### config.mk
export PLATFORM = sky130hd
export DESIGN_NAME = conv_sync_ctrl
export DESIGN_NICKNAME = d
export VERILOG_FILES = /design/src/rtl/conv_sync_pkg.sv /design/src/rtl/pin_sampler.sv /design/src/rtl/rate_timer.sv /design/src/rtl/settle_track.sv /design/src/rtl/conv_sync_ctrl.sv
export SDC_FILE = /design/constraint.sdc
export NUM_CORES = 1
export LEC_CHECK = 0
export BUFFER_PORTS_ARGS = -buffer_cell sky130_fd_sc_hd__buf_2
export CORE_UTILIZATION = 45
export CTS_BUF_LIST = sky130_fd_sc_hd__clkbuf_16
export DETAILED_ROUTE_END_ITERATION = 7
export PLACE_DENSITY = 0.62
export SLEW_MARGIN = 25
export SYNTH_ARGS = -nofsm -noshare
export SYNTH_HDL_FRONTEND = slang
export SYNTH_HIERARCHICAL = 1
export SYNTH_SLANG_ARGS = --single-unit
export TNS_END_PERCENT = 20
### constraint.sdc
create_clock -name clk -period 2.05 [get_ports clk]
set_input_delay 0.1025 -clock clk [delete_from_list [all_inputs] [get_ports clk]]
set_output_delay 0.1025 -clock clk [all_outputs]
set_load 0.01 [all_outputs]
### src/rtl/conv_sync_pkg.sv
package conv_sync_pkg;

    typedef enum logic [1:0] {
        PK_NONE   = 2'd0,
        PK_GLITCH = 2'd1,
        PK_SYNC   = 2'd2,
        PK_RESET  = 2'd3
    } pulse_kind_e;

    // Sort a finished low pulse by its sampled length.
    function automatic pulse_kind_e classify_pulse(input int unsigned len,
                                                   input int unsigned thr);
        if (len < 2)
            return PK_GLITCH;
        else if (len >= thr)
            return PK_RESET;
        return PK_SYNC;
    endfunction

endpackage

### src/rtl/pin_sampler.sv
module pin_sampler
    import conv_sync_pkg::*;
#(
    parameter int unsigned RST_CYC = 32
) (
    input  logic        clk,
    input  logic        rst_n,
    input  logic        sync_n_i,
    output logic        fall_o,
    output pulse_kind_e kind_o,
    output logic        rst_req_o
);
    localparam int unsigned LEN_W = $clog2(RST_CYC + 1);
    localparam logic [LEN_W-1:0] LEN_MAX = LEN_W'(RST_CYC);
    localparam logic [LEN_W-1:0] LEN_HIT = LEN_W'(RST_CYC - 1);

    typedef struct packed {
        logic             s1;
        logic             s2;
        logic             s3;
        logic [LEN_W-1:0] len;
        logic             rreq;
    } smp_st_t;

    smp_st_t q, d;
    logic    fall, rise;

    always_comb begin
        d    = q;
        d.s1 = sync_n_i;
        d.s2 = q.s1;
        d.s3 = q.s2;
        fall = q.s3 & ~q.s2;
        rise = ~q.s3 & q.s2;
        if (fall)
            d.len = LEN_W'(1);
        else if (!q.s2 && (q.len != LEN_MAX))
            d.len = q.len + 1'b1;
        d.rreq = !q.s2 && !fall && (q.len == LEN_HIT);
        kind_o = rise ? classify_pulse(32'(q.len), RST_CYC) : PK_NONE;
    end

    always_ff @(posedge clk or negedge rst_n) begin
        if (!rst_n)
            q <= '{s1: 1'b1, s2: 1'b1, s3: 1'b1, len: '0, rreq: 1'b0};
        else
            q <= d;
    end

    assign fall_o    = fall;
    assign rst_req_o = q.rreq;


    rreq_single_chk: assert property (@(posedge clk) disable iff (!rst_n)
        rst_req_o |=> !rst_req_o);

endmodule

### src/rtl/rate_timer.sv
module rate_timer #(
    parameter int unsigned OSR_W = 11
) (
    input  logic             clk,
    input  logic             rst_n,
    input  logic [OSR_W-1:0] osr_i,
    input  logic             fall_i,
    input  logic             load_i,
    output logic             drdy_o,
    output logic             aligned_o
);
    typedef struct packed {
        logic [OSR_W-1:0] ph;
        logic [OSR_W-1:0] cand;
        logic             algn;
    } tmr_st_t;

    tmr_st_t          q, d;
    logic [OSR_W-1:0] osr_m1;
    logic [OSR_W-1:0] ph_nx, cand_nx;
    logic             tick;

    always_comb begin
        d       = q;
        osr_m1  = osr_i - 1'b1;
        tick    = (q.ph >= osr_m1);
        ph_nx   = tick ? '0 : q.ph + 1'b1;
        // candidate phase: counts as if the last falling edge were a tick
        if (fall_i)
            cand_nx = '0;
        else if (q.cand >= osr_m1)
            cand_nx = '0;
        else
            cand_nx = q.cand + 1'b1;
        d.cand  = cand_nx;
        d.ph    = load_i ? cand_nx : ph_nx;
        if (fall_i)
            d.algn = tick;
    end

    always_ff @(posedge clk or negedge rst_n) begin
        if (!rst_n)
            q <= '{ph: '0, cand: '0, algn: 1'b0};
        else
            q <= d;
    end

    assign drdy_o    = tick;
    assign aligned_o = q.algn;


    drdy_single_chk: assert property (@(posedge clk) disable iff (!rst_n)
        (drdy_o && !load_i && (osr_i > 1)) |=> !drdy_o);

endmodule

### src/rtl/settle_track.sv
module settle_track #(
    parameter int unsigned SETTLE_N = 2
) (
    input  logic clk,
    input  logic rst_n,
    input  logic drdy_i,
    input  logic restart_i,
    output logic unsettled_o
);
    localparam int unsigned CNT_W = $clog2(SETTLE_N + 1);
    localparam logic [CNT_W-1:0] CNT_MAX = CNT_W'(SETTLE_N);

    typedef struct packed {
        logic [CNT_W-1:0] cnt;
    } stl_st_t;

    stl_st_t q, d;

    always_comb begin
        d = q;
        if (restart_i)
            d.cnt = '0;
        else if (drdy_i && (q.cnt != CNT_MAX))
            d.cnt = q.cnt + 1'b1;
        unsettled_o = drdy_i && (q.cnt < CNT_MAX);
    end

    always_ff @(posedge clk or negedge rst_n) begin
        if (!rst_n)
            q <= '{cnt: '0};
        else
            q <= d;
    end

endmodule

### src/rtl/conv_sync_ctrl.sv
module conv_sync_ctrl
    import conv_sync_pkg::*;
#(
    parameter int unsigned OSR_W    = 11,
    parameter int unsigned RST_CYC  = 32,
    parameter int unsigned SETTLE_N = 2
) (
    input  logic             clk,
    input  logic             rst_n,
    input  logic             sync_n_i,
    input  logic [OSR_W-1:0] osr_i,
    input  logic             gchop_i,
    output logic             drdy_o,
    output logic             unsettled_o,
    output logic             filt_rst_o,
    output logic             rst_req_o
);
    typedef struct packed {
        logic frst;
    } top_st_t;

    top_st_t     q, d;
    logic        fall, aligned, restart;
    pulse_kind_e kind;

    pin_sampler #(.RST_CYC(RST_CYC)) u_pin (
        .clk       (clk),
        .rst_n     (rst_n),
        .sync_n_i  (sync_n_i),
        .fall_o    (fall),
        .kind_o    (kind),
        .rst_req_o (rst_req_o)
    );

    rate_timer #(.OSR_W(OSR_W)) u_tmr (
        .clk       (clk),
        .rst_n     (rst_n),
        .osr_i     (osr_i),
        .fall_i    (fall),
        .load_i    (restart),
        .drdy_o    (drdy_o),
        .aligned_o (aligned)
    );

    settle_track #(.SETTLE_N(SETTLE_N)) u_stl (
        .clk         (clk),
        .rst_n       (rst_n),
        .drdy_i      (drdy_o),
        .restart_i   (restart),
        .unsettled_o (unsettled_o)
    );

    always_comb begin
        d       = q;
        restart = (kind == PK_SYNC) && (gchop_i || !aligned);
        d.frst  = restart;
    end

    always_ff @(posedge clk or negedge rst_n) begin
        if (!rst_n)
            q <= '{frst: 1'b0};
        else
            q <= d;
    end

    assign filt_rst_o = q.frst;


    frst_single_chk: assert property (@(posedge clk) disable iff (!rst_n)
        filt_rst_o |=> !filt_rst_o);


    no_strobe_clash_chk: assert property (@(posedge clk) disable iff (!rst_n)
        !(filt_rst_o && rst_req_o));


    uns_needs_drdy_chk: assert property (@(posedge clk) disable iff (!rst_n)
        unsettled_o |-> drdy_o);

endmodule

After elaboration in Yosys (flattened, before gate mapping)
Cells that the tools add are included.
{"block": "word_totals", "out_inout_bits": 4, "ff_bits": 36, "elab_cells": 54, "in_bits": 15}
{"block": "classes", "bitwise_logic": 4, "add_sub_neg": 5, "n_reduce_logical": 12, "n_eq_ne": 4, "magnitude_cmp": 5, "muxes": 14}
{"operator": "two-way mux 11 bit", "n": 4}
{"operator": "adder 11 x 1 -> 11 bit, second input constant", "n": 2}
{"operator": ">= comparator 11 bit", "n": 2}
{"operator": "two-way mux 2 bit", "n": 6}
{"operator": "two-way mux 6 bit", "n": 2}
{"operator": "subtractor 11 x 1 -> 11 bit, second input constant", "n": 1}
{"operator": "adder 6 x 1 -> 6 bit, second input constant", "n": 1}
{"operator": "== test 6 x 5 -> 1 bit, second input constant", "n": 1}
{"operator": ">= comparator 6 bit, second input constant", "n": 1}
{"operator": "logical AND 1 bit", "n": 6}
{"operator": "< comparator 6 x 2 -> 1 bit, second input constant", "n": 1}
{"operator": "inequality test 6 bit, second input constant", "n": 1}
{"operator": "nonzero test 2 bit", "n": 2}
{"operator": "logical NOT 1 bit", "n": 3}
{"operator": "adder 2 x 1 -> 2 bit, second input constant", "n": 1}
{"operator": "bitwise AND 1 bit", "n": 2}
{"operator": "== test 2 bit, second input constant", "n": 1}
{"operator": "< comparator 2 bit, second input constant", "n": 1}
{"operator": "two-way mux 1 bit", "n": 2}
{"operator": "inequality test 2 bit, second input constant", "n": 1}
{"operator": "inverter 1 bit", "n": 2}
{"operator": "logical OR 1 bit", "n": 1}

Depth between registers and ports, before layout
Gate-level depths: netlist of the first run.
{"block": "depth", "word_depth": 8, "mapped_depth": 15, "depth_no_buf": 15}

Modules after synthesis
Netlist of the first run, hierarchy kept.
{"mod": "rate_timer", "cells_per_inst": 186, "instances": 1, "seq_area_each_um2": 575.6, "area_each_um2": 1820.5}
{"mod": "pin_sampler", "cells_per_inst": 44, "instances": 1, "seq_area_each_um2": 254.0, "area_each_um2": 466.7}
{"mod": "settle_track", "cells_per_inst": 12, "instances": 1, "seq_area_each_um2": 50.0, "area_each_um2": 136.4}
{"mod": "conv_sync_ctrl", "cells_per_inst": 3, "instances": 1, "seq_area_each_um2": 25.0, "area_each_um2": 51.3}

Worst setup path after synthesis of the first run
No wires, ideal clock.
{"block": "synth_timing", "path_kind": "input to register", "from": "input port osr_i[0]", "to": "register u_stl/q[0] (netlist bit)", "path_slack_ns": -0.425, "stages": 14, "required_ns": 1.925, "setup_ns": 0.125, "path_buffers": 0, "t_arrival_ns": 2.349, "path_cell_list": "inv_1 > ha_1 > nand2b_1 > nor4_1 > xnor2_1 > ha_1 > inv_1 > o31ai_1 > o2111ai_1 > nand2_1 > o211ai_1 > nand2_1 > nor2b_4 > mux2_4"}
{"block": "synth_between", "elab_chain_len": 4}
{"item": "start: declaration", "line_no": "conv_sync_ctrl.sv:11", "source": "input logic [OSR_W-1:0] osr_i,"}
{"item": "subtractor 11 x 1 -> 11 bit", "line_no": "rate_timer.sv:25", "source": "osr_m1 = osr_i - 1'b1;"}
{"item": ">= comparator 11 bit", "line_no": "rate_timer.sv:26", "source": "tick = (q.ph >= osr_m1);"}
{"item": "via drdy_o", "line_no": "conv_sync_ctrl.sv:13", "source": "output logic drdy_o,"}
{"item": "logical AND 1 bit", "line_no": "settle_track.sv:23", "source": "else if (drdy_i && (q.cnt != CNT_MAX))"}
{"item": "nonzero test 2 bit (no source line)"}
{"item": "end signal: assignment", "line_no": "settle_track.sv:30", "source": "q <= '{cnt: '0};"}
{"item": "end: declaration", "line_no": "settle_track.sv:17", "source": "stl_st_t q, d;"}
The timed path passes the listed nets, and every way through them passes these cells.
A chain may end at the register's enable or synchronous reset.

Worst setup path in the final report of the first run
{"block": "layout_timing", "from": "input port osr_i[3]", "to": "output port unsettled_o"}
{"block": "layout_between", "elab_chain_len": 3}
{"item": "subtractor 11 x 1 -> 11 bit", "line_no": "rate_timer.sv:25"}
{"item": ">= comparator 11 bit", "line_no": "rate_timer.sv:26"}
{"item": "logical AND 1 bit", "line_no": "settle_track.sv:25", "source": "unsettled_o = drdy_i && (q.cnt < CNT_MAX);"}
{"item": "end: declaration", "line_no": "conv_sync_ctrl.sv:14", "source": "output logic unsettled_o,"}
Every way passes these cells.

==> results of run 1 <==
-- final timing paths --
path | from | to | slack [ps] | cells past startpoint
max | osr_i[3] | unsettled_o | -420 | 12
min | gchop_i | filt_rst_o | 300 | 4
max reg2reg | u_tmr/q[13] | u_stl/q[1] | -350 | 12
min reg2reg | u_pin/d[8] | u_pin/d[7] | 340 | 0
max in group asynchronous | rst_n | u_tmr/q[12] | 1090 | 2
min in group asynchronous | rst_n | u_pin/q[5] | 450 | 2
-- final cells by class --
type                    instances  area, sq um  share of cell area
multi-input cells             190         1660              0.4841
flip-flops and latches         36        904.6              0.2638
repair buffers                 73        568.0              0.1656
clock buffers                   5        125.1             0.03648
well taps                      70        87.58             0.02554
clock inverters                 3        42.54             0.01240
inverters                      11        41.29             0.01204
-- stage by stage --
stage / cells / hold WS, ps / setup slack (ps) / utilization / setup TNS (ps)
CTS: 388 / 304.7 / -407.0 / 0.6442 / -6764
floorplan: 245 / -193.1 / -323.5 / - / -2811
global route: 388 / 321.6 / -526.5 / 0.6589 / -8745
global placement: 369 / 208.5 / -444.7 / 0.5745 / -8828
finish: 388 / 304.6 / -420.7 / 0.6589 / -5948
detailed placement: 369 / 208.8 / -510.6 / 0.5745 / -9877
-- power by group through the flow --
stage / combinational [uW] / clock (uW) / sequential, uW
2_1_floorplan: 666 / 0 / 1000
3_3_place_gp: 1070 / 0 / 986
3_5_place_dp: 1090 / 0 / 987
4_1_cts: 1220 / 873 / 973
5_1_grt: 1390 / 902 / 992
6_report: 1260 / 865 / 977
-- worst min-delay path: cells and delay by family --
kind | cells | cell delay, ps
buffers and inverters | 2 | 270
and+or+nand+nor | 2 | 170
-- placed cells by master (no fill, tap or decap), types with 4 or more instances in the layout --
master	n
sky130_fd_sc_hd__buf_4	44
sky130_fd_sc_hd__dfrtp_1	33
sky130_fd_sc_hd__buf_2	18
sky130_fd_sc_hd__nor2_1	15
sky130_fd_sc_hd__ha_1	14
sky130_fd_sc_hd__nand3_1	13
sky130_fd_sc_hd__xor2_1	13
sky130_fd_sc_hd__xnor2_1	12
sky130_fd_sc_hd__nand2_1	11
sky130_fd_sc_hd__o32ai_2	10
sky130_fd_sc_hd__inv_1	9
sky130_fd_sc_hd__and3_1	9
sky130_fd_sc_hd__nor2_2	8
sky130_fd_sc_hd__a21oi_1	6
sky130_fd_sc_hd__buf_6	6
sky130_fd_sc_hd__clkbuf_16	5
sky130_fd_sc_hd__nor2b_1	5
sky130_fd_sc_hd__nor3_1	4
sky130_fd_sc_hd__o21ai_1	4
sky130_fd_sc_hd__a31oi_1	4
-- per-layer routing --
metal / share of wire / wire (um)
met3: 0.021 / 113
met1: 0.45 / 2493
met4: 0.0093 / 51
met5: 0 / 0
met2: 0.52 / 2841
-- flip-flops by register name, summed over array words and instances (netlist names) --
name	cells
u_pin/q	7
u_tmr/q	22
u_pin/rst_req_o	1
u_pin/d	2
filt_rst_o	1
u_tmr/aligned_o	1
u_stl/q	2
-- cell families after synthesis --
logic type      synth area share
mux                      0.02022
xor+xnor                 0.09909
simple gates              0.2275
fa+ha+maj                0.08594
buf+inv                  0.03589
flops                     0.3655
compound gates            0.1658
-- repair_timing --
item / CTS / global route
resized for setup: 22 / 18
hold buffers: 2 / 0
hold endpoints to repair: 34 / 0
setup endpoints to repair: 26 / 27
pin swaps: 28 / 16
setup buffers: 9 / 1
==> flow_metrics.py, run 1 <==
metrics = {
    "status": {
        "result_of_the_run": "finished, violations left",
        "failed_checks": "negative setup slack",
    },
    "clock_tree": {
        "tritoncts_clock_tree": "yes",
        "clk_path_buf_depth": 2,
        "clock_latency_ps": 280,
        "cts_inserted_buffers": 5,
        "clock_tree.root_cell": "sky130_fd_sc_hd__clkbuf_16",
        "cts.clk_slew.worst_paths_ps": 60,
        "cts_num_sinks": 36,
        "cts.htree.levels": 2,
    },
    "logic_synthesis": {
        "synthesis.nets": 277,
        "synthCells": 245,
        "synthDominantCellAreaShare": 0.3337,
        "yosysWarnings": 6,
        "ys_top_cells_by_area": "sky130_fd_sc_hd__dfrtp_1, sky130_fd_sc_hd__ha_1, sky130_fd_sc_hd__o32ai_2",
        "syn_area_sq_um": 2475,
        "register_bit_total_from_synthesis": 36,
        "postSynthAreaPerCell_sq_um": 10.10,
        "synth_async_sr_flop_share": 1.000,
        "post_synth_num_cell_types": 55,
        "synth_seq_area_share": 0.3655,
        "yosys.area.top_type": "sky130_fd_sc_hd__dfrtp_1",
        "synth_top_cells_by_count": "sky130_fd_sc_hd__dfrtp_1, sky130_fd_sc_hd__nor2_1, sky130_fd_sc_hd__ha_1, sky130_fd_sc_hd__xnor2_1, sky130_fd_sc_hd__xor2_1",
        "synth.most_common_cell": "sky130_fd_sc_hd__dfrtp_1",
        "synth_ff_type": "sky130_fd_sc_hd__dfrtp_1",
        "synth_enable_flop_cells": 0,
    },
    "finish": {
        "antennaDiodeCount": 0,
        "num-nets-final": 349,
        "drive_gt1_frac": 0.4214,
        "final_design_area_no_fill_sq_um": 3430,
        "syn_to_final_growth_pct": 38.57,
        "fillerInstances": 428,
    },
    "sta": {
        "rsz0062_at_grt": "true",
        "period_minus_slack_ps": 2471,
        "worst_slew_margin_rel": 0.4622,
        "max_slew.worst_pin.slew_ps": 806.7,
        "clock-skew-final_ps": 6.780,
        "fin_crit_sh": 1.205,
        "max_clock_freq_mhz": 404.7,
        "timing.final.hold_violations": 0,
        "report.final.setup_viol": 27,
        "finalMaxSlewViolations": 0,
        "final_worst_setup_slack_ps": -420.7,
    },
    "global_route": {
        "grt_start_max_net_pins": 37,
        "grt_util_met3": 0.03353,
        "number_of_global_route_vias_before_repair": 1980,
        "first_pass_grt_wire_length_um": 8887,
        "grt_use_met2": 0.3491,
        "grt.busiest_layer": "met2",
        "globalRouteOverflowTotal": 0,
        "grt.total_usage": 0.1929,
        "antenna_found_initial": 0,
        "gr_layer_usage_met1": 0.2334,
    },
    "floorplanning": {
        "die_h_um": 76.16,
        "initial_core_util": 0.4755,
        "die-width_um": 76.16,
        "total_die_area_sq_um": 5800,
        "design.portCount": 19,
        "placementRows": 26,
        "coreArea_sq_um": 5205,
    },
    "place": {
        "dpl_cell_area_sq_um": 2990,
        "io_buffers": 18,
        "routabilityCongestion": 0.7364,
        "detailed_place_hpwl_um": 3848,
    },
    "critical_path": {
        "worst-endpoint-arrival_ps": 2370,
        "cp_slowest_cell": "sky130_fd_sc_hd__or4_4",
        "path_cells": "buf_2 -> or4_4 -> nor4b_4 -> mux2i_2 -> a21oi_2 -> o2111ai_1 -> nand2_1 -> o211ai_1 -> nand2_1 -> buf_4 -> nor2b_1 -> buf_2",
        "crit_path_max_incr_delay_ps": 570,
        "critical_path_fanout_max": 4,
        "critical_path_required_ps": 1950,
        "kind_of_cell_adding_the_most_delay_to_the_critical_path": "simple AND/OR/NAND/NOR gates",
        "crit_path_end_kind": "output pin",
        "timing.setup.critical_path_class": "input port to output pin",
        "critPathBufInv": 3,
        "startpoint_type": "input port",
    },
    "power": {
        "power_switching_share": 0.3250,
        "cellInternalPower_uw": 2094,
        "netSwitchingPower_uw": 1008,
        "pwr-share-seq": 0.315,
        "p_clk_frac": 0.279,
        "total_power_uw": 3102,
        "share_comb_of_total_power": 0.406,
        "peakVddDrop_mv": 0.7745,
        "leakage_uw": 0.001540,
        "power_per_cell_area_nw_per_um2": 904.6,
    },
    "routing": {
        "postRouteWirelength_um": 5500,
        "antenna_left": 0,
        "routedWlPerCell_um": 14.18,
        "detailedRoute.firstPassIterationCount": 5,
        "vias_per_cell": 5.265,
        "detailedRoute.firstIterationViolations": 70,
        "detailroute.via_count": 2043,
        "drc": 0,
    },
    "flow_run": {
        "cap_viol_max_count": 0,
    },
    "worst_hold_path": {
        "worstHoldPathType": "input port to flop",
    },
}
(Power assumes the default switching activity.)
==> run 2, diff against run 1 <==
Settings changed: CORE_MARGIN set to 3, GPL_TIMING_DRIVEN set to 1.
==> flow_metrics.py, run 2 (synthesis gave the netlist of run 1 again) <==
metrics = {
    "sta": {
        "max_clock_freq_mhz": 398.6,
        "report.final.setup_viol": 26,
        "clock-skew-final_ps": 7.344,
        "period_minus_slack_ps": 2509,
        "fin_hold_ws_ps": 314.3,
        "worst_slew_margin_rel": 0.4641,
        "rsz0062_at_grt": "true",
        "final_worst_setup_slack_ps": -458.7,
        "max_slew.worst_pin.slew_ps": 803.8,
        "finalMaxSlewViolations": 0,
        "timing.final.hold_violations": 0,
        "fin_crit_sh": 1.224,
    },
    "clock_tree": {
        "clock_latency_ps": 280,
        "cts.htree.levels": 2,
        "cts.clk_slew.worst_paths_ps": 50,
        "clk_path_buf_depth": 2,
        "cts_num_sinks": 36,
        "tritoncts_clock_tree": "yes",
        "cts_inserted_buffers": 5,
        "clock_tree.root_cell": "sky130_fd_sc_hd__clkbuf_16",
    },
    "floorplanning": {
        "initial_core_util": 0.4755,
        "total_die_area_sq_um": 6426,
        "placementRows": 26,
        "design.portCount": 19,
        "coreArea_sq_um": 5205,
        "die-width_um": 80.16,
        "die_h_um": 80.16,
    },
    "routing": {
        "drc": 0,
        "detailedRoute.firstPassIterationCount": 4,
        "antenna_left": 0,
        "postRouteWirelength_um": 6093,
        "vias_per_cell": 5.444,
        "detailroute.via_count": 2134,
        "routedWlPerCell_um": 15.54,
        "detailedRoute.firstIterationViolations": 70,
    },
    "global_route": {
        "grt_start_max_net_pins": 37,
        "globalRouteOverflowTotal": 0,
        "number_of_global_route_vias_before_repair": 2099,
        "first_pass_grt_wire_length_um": 9584,
        "grt.total_usage": 0.1911,
        "antenna_found_initial": 0,
    },
    "critical_path": {
        "startpoint_type": "flop",
        "critical_path_required_ps": 1950,
        "cp_slowest_cell": "sky130_fd_sc_hd__dfrtp_1",
        "critical_path_fanout_max": 2,
        "critPathBufInv": 2,
        "crit_path_end_kind": "output pin",
        "timing.setup.critical_path_class": "flop to output pin",
        "path_cells": "ha_1 -> nand2_1 -> o21ai_1 -> a31oi_2 -> o31ai_2 -> o2111ai_2 -> nand2_1 -> o211ai_1 -> nand2_1 -> buf_6 -> nor2b_4 -> buf_6",
        "crit_path_max_incr_delay_ps": 390,
        "kind_of_cell_adding_the_most_delay_to_the_critical_path": "compound AO/OA/AOI/OAI gates",
        "worst-endpoint-arrival_ps": 2410,
        "crit_path_frequent_cell": "sky130_fd_sc_hd__nand2_1",
    },
    "power": {
        "peakVddDrop_mv": 0.8615,
        "leakage_uw": 0.001588,
        "total_power_uw": 3211,
        "power_per_cell_area_nw_per_um2": 908.5,
    },
    "finish": {
        "antennaDiodeCount": 0,
        "postLayoutCoreUtil": 0.6791,
        "layout_commonest_cell": "sky130_fd_sc_hd__buf_4",
        "largest_register_ffs": 22,
        "num-nets-final": 353,
        "biggestRegsByFlops": "u_tmr/q (22), u_pin/q (7)",
        "mostFrequentLayoutCells": "sky130_fd_sc_hd__buf_4, sky130_fd_sc_hd__dfrtp_1, sky130_fd_sc_hd__nor2_1",
        "syn_to_final_growth_pct": 42.82,
        "drive_gt1_frac": 0.4224,
        "fillerInstances": 414,
        "largest_register": "u_tmr/q",
    },
    "place": {
        "routabilityCongestion": 0.7988,
        "io_buffers": 18,
        "detailed_place_hpwl_um": 4131,
    },
    "status": {
        "result_of_the_run": "finished, violations left",
        "failed_checks": "negative setup slack",
    },
    "worst_hold_path": {
        "worstHoldPathType": "input port to flop",
    },
    "flow_run": {
        "cap_viol_max_count": 0,
    },
}
run 2: cell type report:
class | count | area, sq um | area share
clock inverters | 3 | 38.79 | 0.01097
repair buffers | 77 | 636.9 | 0.1802
clock buffers | 5 | 125.1 | 0.03540
inverters | 11 | 41.29 | 0.01168
flip-flops and latches | 36 | 904.6 | 0.2559
multi-input cells | 190 | 1700 | 0.4811
well taps | 70 | 87.58 | 0.02478
run 2: worst reg2reg max path, cell delays in order, from the launching register on:
cell,delay [ps]
sky130_fd_sc_hd__dfrtp_1,390
sky130_fd_sc_hd__ha_1,280
sky130_fd_sc_hd__nand2_1,50
sky130_fd_sc_hd__o21ai_1,180
sky130_fd_sc_hd__a31oi_2,130
sky130_fd_sc_hd__o31ai_2,250
sky130_fd_sc_hd__o2111ai_2,160
sky130_fd_sc_hd__nand2_1,100
sky130_fd_sc_hd__o211ai_1,110
sky130_fd_sc_hd__nand2_1,140
sky130_fd_sc_hd__buf_4,120
sky130_fd_sc_hd__nor2b_4,150
sky130_fd_sc_hd__mux2_4,300
run 2: stage by stage:
step / TNS (ps) / cells / setup WS [ps] / area [sq um]
floorplan: -2811 / 245 / -323.5 / 2506
global placement: -8417 / 371 / -445.3 / 3005
detailed placement: -10440 / 371 / -533.9 / 3005
CTS: -6847 / 384 / -423.7 / 3342
global route: -11020 / 392 / -610.4 / 3535
finish: -8113 / 392 / -458.7 / 3535
run 2: layer usage:
metal | wire [um] | track usage
met1 | 2650 | 0.2388
met2 | 3211 | 0.3386
met3 | 146 | 0.03475
met4 | 85 | 0.04561
met5 | 0 | 0
run 2: power breakdown:
part | leakage (uW) | switching (uW) | internal, uW
Combinational | 0.00104 | 664 | 715
Clock | 0.0000850 | 282 | 566
Sequential | 0.000466 | 122 | 862
run 2: path summary, 6_finish.rpt:
path | startpoint | cells after the start | end | slack (ps)
min in group asynchronous | rst_n | 2 | u_pin/q[5] | 450
worst min-delay path | gchop_i | 4 | filt_rst_o | 310
worst max-delay path | u_tmr/q[13] | 12 | unsettled_o | -460
worst max register to register | u_tmr/q[13] | 12 | u_stl/q[1] | -410
max in group asynchronous | rst_n | 2 | u_tmr/q[5] | 1090
worst min register to register | u_pin/d[8] | 0 | u_pin/d[7] | 360
run 2: what timing repair did:
item,CTS,global route
setup buffers,1,8
pin swaps,24,18
setup endpoints to repair,26,27
hold endpoints to repair,34,0
cloned,2,0
gates resized for setup,19,27
hold buffers,2,0
